[src/rtl/fs_pkg.sv]
package fs_pkg;
  localparam int unsigned MIN_FSD = 18;
  localparam logic [1:0]  SEC_REQ = 2'b11;
endpackage

[src/rtl/fs_clk_div.sv]
module fs_clk_div #(
  parameter int unsigned DIV_W = 2
) (
  input  logic clk_i,
  input  logic rst_ni,
  output logic sclk_o,
  output logic tick_o
);
  logic [DIV_W-1:0] cnt_q;

  always_ff @(posedge clk_i or negedge rst_ni) begin
    if (!rst_ni) cnt_q <= '0;
    else         cnt_q <= cnt_q + 1'b1;
  end

  assign sclk_o = cnt_q[DIV_W-1];
  assign tick_o = &cnt_q;


  sclk_fall_chk: assert property (@(posedge clk_i) disable iff (!rst_ni)
    $fell(sclk_o) |-> $past(tick_o));
endmodule

[src/rtl/fs_period_cnt.sv]
module fs_period_cnt #(
  parameter int unsigned A_W    = 8,
  parameter int unsigned B_W    = 8,
  localparam int unsigned PROD_W = A_W + B_W
) (
  input  logic              clk_i,
  input  logic              rst_ni,
  input  logic              tick_i,
  input  logic [A_W-1:0]    a_i,
  input  logic [B_W-1:0]    b_i,
  output logic [PROD_W-1:0] pos_o,
  output logic [PROD_W-1:0] pos_nxt_o,
  output logic [PROD_W-1:0] half_o
);
  logic [PROD_W-1:0] prod, per, pos_q;

  assign prod      = PROD_W'(a_i) * PROD_W'(b_i);
  assign per       = prod >> 1;
  assign half_o    = prod >> 2;
  // reset value wraps to slot 0 on the first tick
  assign pos_nxt_o = (pos_q >= per - 1'b1) ? '0 : pos_q + 1'b1;

  always_ff @(posedge clk_i or negedge rst_ni) begin
    if (!rst_ni)     pos_q <= '1;
    else if (tick_i) pos_q <= pos_nxt_o;
  end

  assign pos_o = pos_q;


  pos_range_chk: assert property (@(posedge clk_i) disable iff (!rst_ni)
    tick_i |=> (pos_q < per));
endmodule

[src/rtl/fs_slot_dec.sv]
module fs_slot_dec #(
  parameter int unsigned N_DEV  = 4,
  parameter int unsigned PROD_W = 16,
  parameter int unsigned FSD_W  = 8,
  parameter int unsigned CNT_W  = 2
) (
  input  logic [PROD_W-1:0] pos_i,
  input  logic [PROD_W-1:0] half_i,
  input  logic [FSD_W-1:0]  fsd_i,
  input  logic [CNT_W-1:0]  cnt_i,
  input  logic              sec_en_i,
  output logic [N_DEV-1:0]  fire_o
);
  for (genvar k = 0; k < N_DEV; k++) begin : g_dev
    logic [PROD_W-1:0] off;
    logic pri_hit, sec_hit, enabled;
    assign off     = PROD_W'(k) * PROD_W'(fsd_i);
    assign enabled = ({1'b0, cnt_i} >= (CNT_W+1)'(k));
    assign pri_hit = (off < half_i) && (pos_i == off);
    assign sec_hit = sec_en_i && (pos_i == half_i + off);
    assign fire_o[k] = enabled && (pri_hit || sec_hit);
  end
endmodule

[src/rtl/fs_seq.sv]
module fs_seq #(
  parameter int unsigned A_W        = 8,
  parameter int unsigned B_W        = 8,
  parameter int unsigned FSD_W      = 8,
  parameter int unsigned MAX_SLAVES = 3,
  localparam int unsigned N_DEV     = MAX_SLAVES + 1,
  localparam int unsigned CNT_W     = $clog2(N_DEV),
  localparam int unsigned PROD_W    = A_W + B_W
) (
  input  logic             clk_i,
  input  logic             rst_ni,
  input  logic [A_W-1:0]   a_val_i,
  input  logic [B_W-1:0]   b_val_i,
  input  logic [FSD_W-1:0] fsd_i,
  input  logic [CNT_W-1:0] slave_cnt_i,
  input  logic [1:0]       sec_req_i,
  output logic             sclk_o,
  output logic [N_DEV-1:0] fs_n_o,
  output logic             sec_o,
  output logic             err_o
);
  import fs_pkg::*;

  logic              tick;
  logic [PROD_W-1:0] pos_q, pos_nxt, half, need;
  logic [N_DEV-1:0]  fire, fs_n_q;
  logic              req_and_q, req_and_d, sec_q, sec_d, pri_slot;

  fs_clk_div #(.DIV_W(2)) u_div (
    .clk_i(clk_i), .rst_ni(rst_ni), .sclk_o(sclk_o), .tick_o(tick));

  fs_period_cnt #(.A_W(A_W), .B_W(B_W)) u_per (
    .clk_i(clk_i), .rst_ni(rst_ni), .tick_i(tick), .a_i(a_val_i), .b_i(b_val_i),
    .pos_o(pos_q), .pos_nxt_o(pos_nxt), .half_o(half));

  assign need  = PROD_W'({1'b0, slave_cnt_i} + 1'b1) * PROD_W'(fsd_i);
  assign err_o = (fsd_i < FSD_W'(MIN_FSD)) || (need > half);

  // request sampled at the tick closing a primary sync slot
  assign pri_slot  = (pos_q < half) && !(&fs_n_q);
  assign req_and_d = (pos_nxt == '0) ? 1'b1
                   : req_and_q & (!pri_slot || (sec_req_i == SEC_REQ));
  assign sec_d     = (pos_nxt == '0)  ? 1'b0
                   : (pos_nxt == half) ? (req_and_d && !err_o)
                   : sec_q;

  fs_slot_dec #(.N_DEV(N_DEV), .PROD_W(PROD_W), .FSD_W(FSD_W), .CNT_W(CNT_W)) u_dec (
    .pos_i(pos_nxt), .half_i(half), .fsd_i(fsd_i), .cnt_i(slave_cnt_i),
    .sec_en_i(sec_d), .fire_o(fire));

  always_ff @(posedge clk_i or negedge rst_ni) begin
    if (!rst_ni) begin
      fs_n_q    <= '1;
      req_and_q <= 1'b1;
      sec_q     <= 1'b0;
    end else if (tick) begin
      fs_n_q    <= ~fire;
      req_and_q <= req_and_d;
      sec_q     <= sec_d;
    end
  end

  assign fs_n_o = fs_n_q;
  assign sec_o  = sec_q;


  one_fs_chk: assert property (@(posedge clk_i) disable iff (!rst_ni)
    $onehot0(~fs_n_o));

  fs_edge_chk: assert property (@(posedge clk_i) disable iff (!rst_ni)
    !$stable(fs_n_o) |-> $past(tick));

  sec_rise_chk: assert property (@(posedge clk_i) disable iff (!rst_ni)
    $rose(sec_o) |-> !fs_n_o[0]);

  err_no_sec_chk: assert property (@(posedge clk_i) disable iff (!rst_ni)
    err_o |-> !sec_o);
  for (genvar k = 1; k < N_DEV; k++) begin : g_cnt_chk

    unused_dev_chk: assert property (@(posedge clk_i) disable iff (!rst_ni)
      !fs_n_o[k] |-> ({1'b0, slave_cnt_i} >= (CNT_W+1)'(k)));
  end
endmodule

[config.mk]
export PLATFORM = sky130hd
export DESIGN_NAME = fs_seq
export DESIGN_NICKNAME = d
export VERILOG_FILES = /design/src/rtl/fs_pkg.sv /design/src/rtl/fs_clk_div.sv /design/src/rtl/fs_period_cnt.sv /design/src/rtl/fs_slot_dec.sv /design/src/rtl/fs_seq.sv
export SDC_FILE = /design/constraint.sdc
export NUM_CORES = 1
export LEC_CHECK = 0
export ABC_AREA = 1
export BUFFER_PORTS_ARGS = -buffer_cell sky130_fd_sc_hd__buf_2
export CORE_MARGIN = 4
export CORE_UTILIZATION = 70
export DETAILED_ROUTE_END_ITERATION = 16
export PLACE_DENSITY_LB_ADDON = 0.1
export SYNTH_ARGS = -nofsm -noshare
export SYNTH_HDL_FRONTEND = slang
export SYNTH_SLANG_ARGS = --single-unit
export TNS_END_PERCENT = 1
[constraint.sdc]
create_clock -name clk_i -period 11.6 [get_ports clk_i]
set_input_delay 1.16 -clock clk_i [delete_from_list [all_inputs] [get_ports clk_i]]
set_output_delay 1.16 -clock clk_i [all_outputs]
set_load 0.02 [all_outputs]
# After elaboration in Yosys (flattened, before gate mapping)
# Cells that the tools add are included.
dict set report op_classes {
  reduce_logical 25
  mul 3
  n_lt_le_gt_ge 11
  add_sub_neg 7
  mux 4
  bitwise_logic 2
  eq_ne 8
}
# cell count
set ops {}
lappend ops {{16-bit equality test} 3}
lappend ops {{16-bit by 1-bit adder with 16-bit output, second input constant} 1}
lappend ops {{16-bit by 10-bit equality test with 1-bit output} 1}
lappend ops {{16-bit by 14-bit equality test with 1-bit output} 1}
lappend ops {{16-bit by 8-bit equality test with 1-bit output} 1}
lappend ops {{16-bit by 9-bit equality test with 1-bit output} 1}
lappend ops {{16-bit greater-or-equal comparator} 1}
lappend ops {{16-bit zero test} 1}
lappend ops {{16-bit by 14-bit less-than comparator with 1-bit output} 1}
lappend ops {{8-bit by 8-bit multiplier with 16-bit output} 1}
lappend ops {{16-bit two-way mux} 1}
lappend ops {{15-bit by 1-bit subtractor with 16-bit output, second input constant} 1}
lappend ops {{14-bit by 10-bit adder with 15-bit output} 1}
lappend ops {{14-bit by 8-bit adder with 15-bit output} 1}
lappend ops {{14-bit by 9-bit adder with 15-bit output} 1}
lappend ops {{11-bit by 14-bit > comparator with 1-bit output} 1}
lappend ops {{1-bit by 14-bit less-than comparator with 1-bit output, first input constant} 1}
lappend ops {{10-bit by 14-bit less-than comparator with 1-bit output} 1}
lappend ops {{8-bit by 14-bit less-than comparator with 1-bit output} 1}
lappend ops {{9-bit by 14-bit less-than comparator with 1-bit output} 1}
lappend ops {{1-bit logical AND} 13}
lappend ops {{3-bit by 8-bit multiplier with 11-bit output} 1}
lappend ops {{2-bit by 8-bit multiplier with 10-bit output, first input constant} 1}
lappend ops {{8-bit by 5-bit less-than comparator with 1-bit output, second input constant} 1}
lappend ops {{other kinds (12)} 22}
dict set report totals {
  output_inout_bits 7
  reg_bits 24
  in_bits 30
}

# Logic depth before layout (Yosys ltp)
dict set report logic_depth {
  word_depth 14
  mapped_depth 45
  depth_no_buf 44
}

# Modules after synthesis
# From an unflattened synthesis, not the netlist that was laid out.
dict set report unflattened {
  cells_unflattened 1611
  area_unflattened_um2 10164.7
}
# mod area_per_inst_um2 cells_per_inst n_inst seq_area_each_um2
set modules_own_cells {}
lappend modules_own_cells {fs_period_cnt 4281.6 644 1 420.4}
lappend modules_own_cells {fs_slot_dec 4047.6 706 1 0.0}
lappend modules_own_cells {fs_seq 1769.2 257 1 156.4}
lappend modules_own_cells {fs_clk_div 66.3 4 1 50.0}

# Worst setup path after synthesis
# No wires, ideal clock.
dict set report synth_path {
  path_kind {input to register}
  from {in b_val_i[7]}
  to {reg fs_n_q[1] (netlist: fs_n_o[1])}
  setup_ns 0.068
  required_ns 11.532
  path_stages 39
  setup_slack_ns 3.838
  arrival_ns 7.694
  n_path_buf 2
  path_cell_list {clkbuf_1 -> nand2_1 -> fa_1 -> fa_1 -> inv_1 -> fa_1 -> inv_1 -> fa_1 -> inv_1 -> ha_1 -> nand2_1 -> inv_1 -> a21oi_1 -> xor2_1 -> inv_1 -> nor2_1 -> nand2_1 -> nor3_1 -> [3 not listed] -> nand2_1 -> nand2_1 -> nand2_1 -> nand2_1 -> a21oi_4 -> nand3_4 -> buf_6 -> nor2_4 -> nand2_2 -> nand2_2 -> nand2_2 -> a21oi_2 -> nand3_1 -> nor2_2 -> nand2_2 -> nand4_1 -> nand2_1 -> a21oi_2}
}
dict set report synth_between {
  elab_chain_cells 14
  word_cells_on_any_way 27
  cone_classes {add/sub (2); mul (1); order compare (4); eq/ne (3); mux (4); bitwise (2); reduce/logical (11)}
}
# element line_no
set synth_rtl {}
lappend synth_rtl {{start, declared} fs_seq.sv:13} ;# input logic [B_W-1:0] b_val_i,
lappend synth_rtl {{8-bit by 8-bit multiplier with 16-bit output *} fs_period_cnt.sv:17} ;# assign prod = PROD_W'(a_i) * PROD_W'(b_i);
lappend synth_rtl {{parallel branches: the longest is 10 deep, another holds 15-bit by 1-bit subtractor with 16-bit output} --}
lappend synth_rtl {{1-bit logical OR *} fs_slot_dec.sv:21} ;# assign fire_o[k] = enabled && (pri_hit || sec_hit);
lappend synth_rtl {{1-bit logical AND *} fs_slot_dec.sv:21}
lappend synth_rtl {{4-bit NOT *} fs_seq.sv:57} ;# fs_n_q <= ~fire;
lappend synth_rtl {{end signal, assigned} fs_seq.sv:57}
lappend synth_rtl {{end, declared} fs_seq.sv:26} ;# logic [N_DEV-1:0] fire, fs_n_q;
# Mark *: on every way between the ends.
# A chain may end at the register's enable or synchronous reset.

# Final worst setup path
dict set report layout_path {
  from {in b_val_i[4]}
  to {reg fs_n_q[3] (netlist: fs_n_o[3])}
}
# Same word-level chain as after synthesis.

==> run summary <==
Syn. warnings - 0
Syn_nets - 1743
Share of layout cells above drive strength 1 - 0.07264
Pre-Repair DR Iteration Count - 6
Post-CTS resize count - 0
CP endpoint kind - register
Status - completed
Fraction of the cycle the final worst path needs - 0.7636
CTS root buffer - clkbuf_16
Internal power - 1.075 mW
Maximum number of pins on one net before global-route repair - 32
HPWL Detailed - 23580 µm
Hold violation count in the final report - 0
Min-Delay Path Depth - 1
Crit path max fanout - 14
Clk_lat worst skew - 0.26 ns
Fin. max-slew vios - 0
CTS sink cnt - 24
Antenna violations before repair - 0
Post-Route Hold Slack - 0.4673 ns
Area share of the leading cell type in the synthesized netlist - 0.2032
Antenna-violating nets left - 0
Max Clock Skew - 0.004070 ns
IO Port Bufs - 36
Syn Std Cell Area - 9423 µm²
Min-delay worst type - register to register
Asr flop ratio synth - 1.000
Critical Path AT - 9.05 ns
Total net switching power - 1.950 mW
Largest area contributor in the netlist - ha_1
Clk pwr share - 0.028
Max Freq - 0.1129 GHz
Initial core utilization - 0.7144
Logic pwr share - 0.937
Rel. slew slack - 0.3256
Lkg Pwr - 5.856 nW
DIE WIDTH - 124.0 µm
CTS clock-pin slew for the worst setup and hold paths - 0.06 ns
Synth Register Bits - 24
DIE AREA - 15380 µm²
Layout Nets - 1759
Final min period - 8.858 ns
R2R setup slack - 7.98 ns
Sequential share of power - 0.035
Distinct cells, synth - 47
Area Growth Syn to Fin - 4.223%
Register area share after synthesis - 0.06653
Critical path's slowest cell - xor2_1
Post-route cell area - 9821 µm²
RSZ-0062 raised after global routing - no
Most common library cells after synthesis - nand2_1 (458), inv_1 (273), ha_1 (153), nor2_1 (124), nand3_1 (72)
Worst r2r src - u_per.pos_o[11]$_DFFE_PN1P_
# IOs - 37
Sw frac - 0.6447
Post-synth EDFFs - 0
Synth top area cells - ha_1 (20%), nand2_1 (18%), inv_1 (11%)
N_diodes - 0
Hold-fix buffers, CTS - 0
CP peak stage delay - 0.84 ns
Iteration-0 DRC Markers - 1097
CP most frequent cell - nand2_1
Power consumption - 3.024 mW
CTS tree - done
Pin slew with the least headroom to its limit - 1.008 ns
Cts bufs inserted - 3
Worst reg-to-reg path cell count - 13
End of the worst register-to-register path - fs_n_o[0]$_DFFE_PN1P_
Post-CTS setup buffer count - 0
Core area - 13190 µm²
Vias/cell - 5.829
Die H - 124.0 µm
Synthesized area per cell - 6.228 µm²
Via count - 9933
Clock buffer depth - 2
Main synth FF type - dfstp_2
Vias in the first global route - 9252
Hold path endpoint - u_div.cnt_q[0]$_DFF_PN0_
Rows - 42
Cells after Synth - 1513
Setup TNS - 0 ns
GPL Wtd Cong - 1.041
Final setup vio count - 0
Global-route wire length before repair - 45740 µm
Total Wirelength - 29070 µm
Worst path required time - 11.79 ns
Wire per inst - 17.06 µm
CTS H-tree lvls - 1
Grt ovf - 0
Max Cap Violations - 0
Power density over cell area - 307.9 nW/µm²
DP Area - 9732 µm²
HP Start - u_div.cnt_q[0]$_DFF_PN0_
Cell with the most instances after synthesis - nand2_1
Drc violations - 0
Critical path class - primary input to register
CP startpoint kind - primary input
Maximum vdd drop - 0.0003090 V
Total GRT Usage - 0.3795
[kinds of logic (layout without fill, tap and decap cells)]
kind of cell,count (synthesis),after routing,synth area share
AOI/OAI and AO/OA,156,156,0.09428
xor gates and xnor gates,82,82,0.07702
adders and majority gates,200,200,0.3030
buffers and inverters,309,324,0.1244
DFF,24,24,0.06652
and+or+nand+nor,742,742,0.3348
[power groups by stage]
stage,logic (mW),clock network [mW],registers [mW]
2_1_floorplan,2.03,0,0.103
3_3_place_gp,2.68,0,0.106
3_5_place_dp,2.73,0,0.106
4_1_cts,2.74,0.0834,0.105
5_1_grt,3.14,0.0868,0.107
6_report,2.83,0.0837,0.105
[sequential cells by signal (all words and copies together) (netlist names)]
name         flops
fs_n_o           4
req_and_q        1
sec_o            1
u_div.cnt_q      2
u_per.pos_o     16
[how the worst max path moves through the flow]
stage | from | endpoint | slack, ns
6_report | b_val_i[4] | fs_n_o[3]$_DFFE_PN1P_ | 2.74
5_1_grt | b_val_i[4] | fs_n_o[0]$_DFFE_PN1P_ | 2.35
4_1_cts | b_val_i[4] | fs_n_o[3]$_DFFE_PN1P_ | 2.99
3_5_place_dp | b_val_i[4] | fs_n_o[3]$_DFFE_PN1P_ | 2.76
3_3_place_gp | b_val_i[4] | fs_n_o[3]$_DFFE_PN1P_ | 2.83
2_1_floorplan | b_val_i[7] | fs_n_o[1]$_DFFE_PN1P_ | 3.84
[cells in the final DEF, fill, tap and decap left out, types with 4 or more instances in the layout]
cell type and instances:
xnor2_1 14, nor2_4 4, nor3_1 12, o21ai_0 49, nand4_2 4, inv_2 5, nand3b_1 4, nand2_2 11
o21bai_1 9, buf_4 4, inv_1 273, dfstp_2 21, ha_1 153, buf_2 36, nor2_1 124, nand3_1 72
a21oi_1 71, fa_1 47, a21oi_2 4, xor2_1 67, nand4_1 32, nand2_1 458, nor2_2 9
[worst max-delay path, delay by kind of cell]
family,cells,cell delay (ns)
adders and majority gates,6,2.45
buffers and inverters,6,0.84
and+or+nand+nor,23,3.62
xor gates and xnor gates,1,0.84
AOI/OAI and AO/OA,2,0.14
[through the flow]
step | util | std cells | setup slack [ns]
floorplan | - | 1513 | 3.838
global placement | 0.7378 | 1700 | 2.833
detailed placement | 0.7378 | 1700 | 2.762
CTS | 0.7445 | 1704 | 2.992
global route | 0.7445 | 1704 | 2.353
finish | 0.7445 | 1704 | 2.742
[routing by layer]
metal	part of all wire	track usage	vias to the layer above
met2	0.46	0.6333	505
met3	0.10	0.07720	120
li1	-	-	4778
met1	0.39	0.4782	4530
met5	0	0	-
met4	0.051	0.1561	0
[final cells by class]
cell class	count	area (µm²)
fill	1151	3369
multi-input combinational	1180	7624
tap	176	220.2
clock buffer	4	88.84
sequential	24	626.9
timing repair buffer	40	210.2
inverter	280	1051
Note: power is estimated with default switching activity, not from simulation.
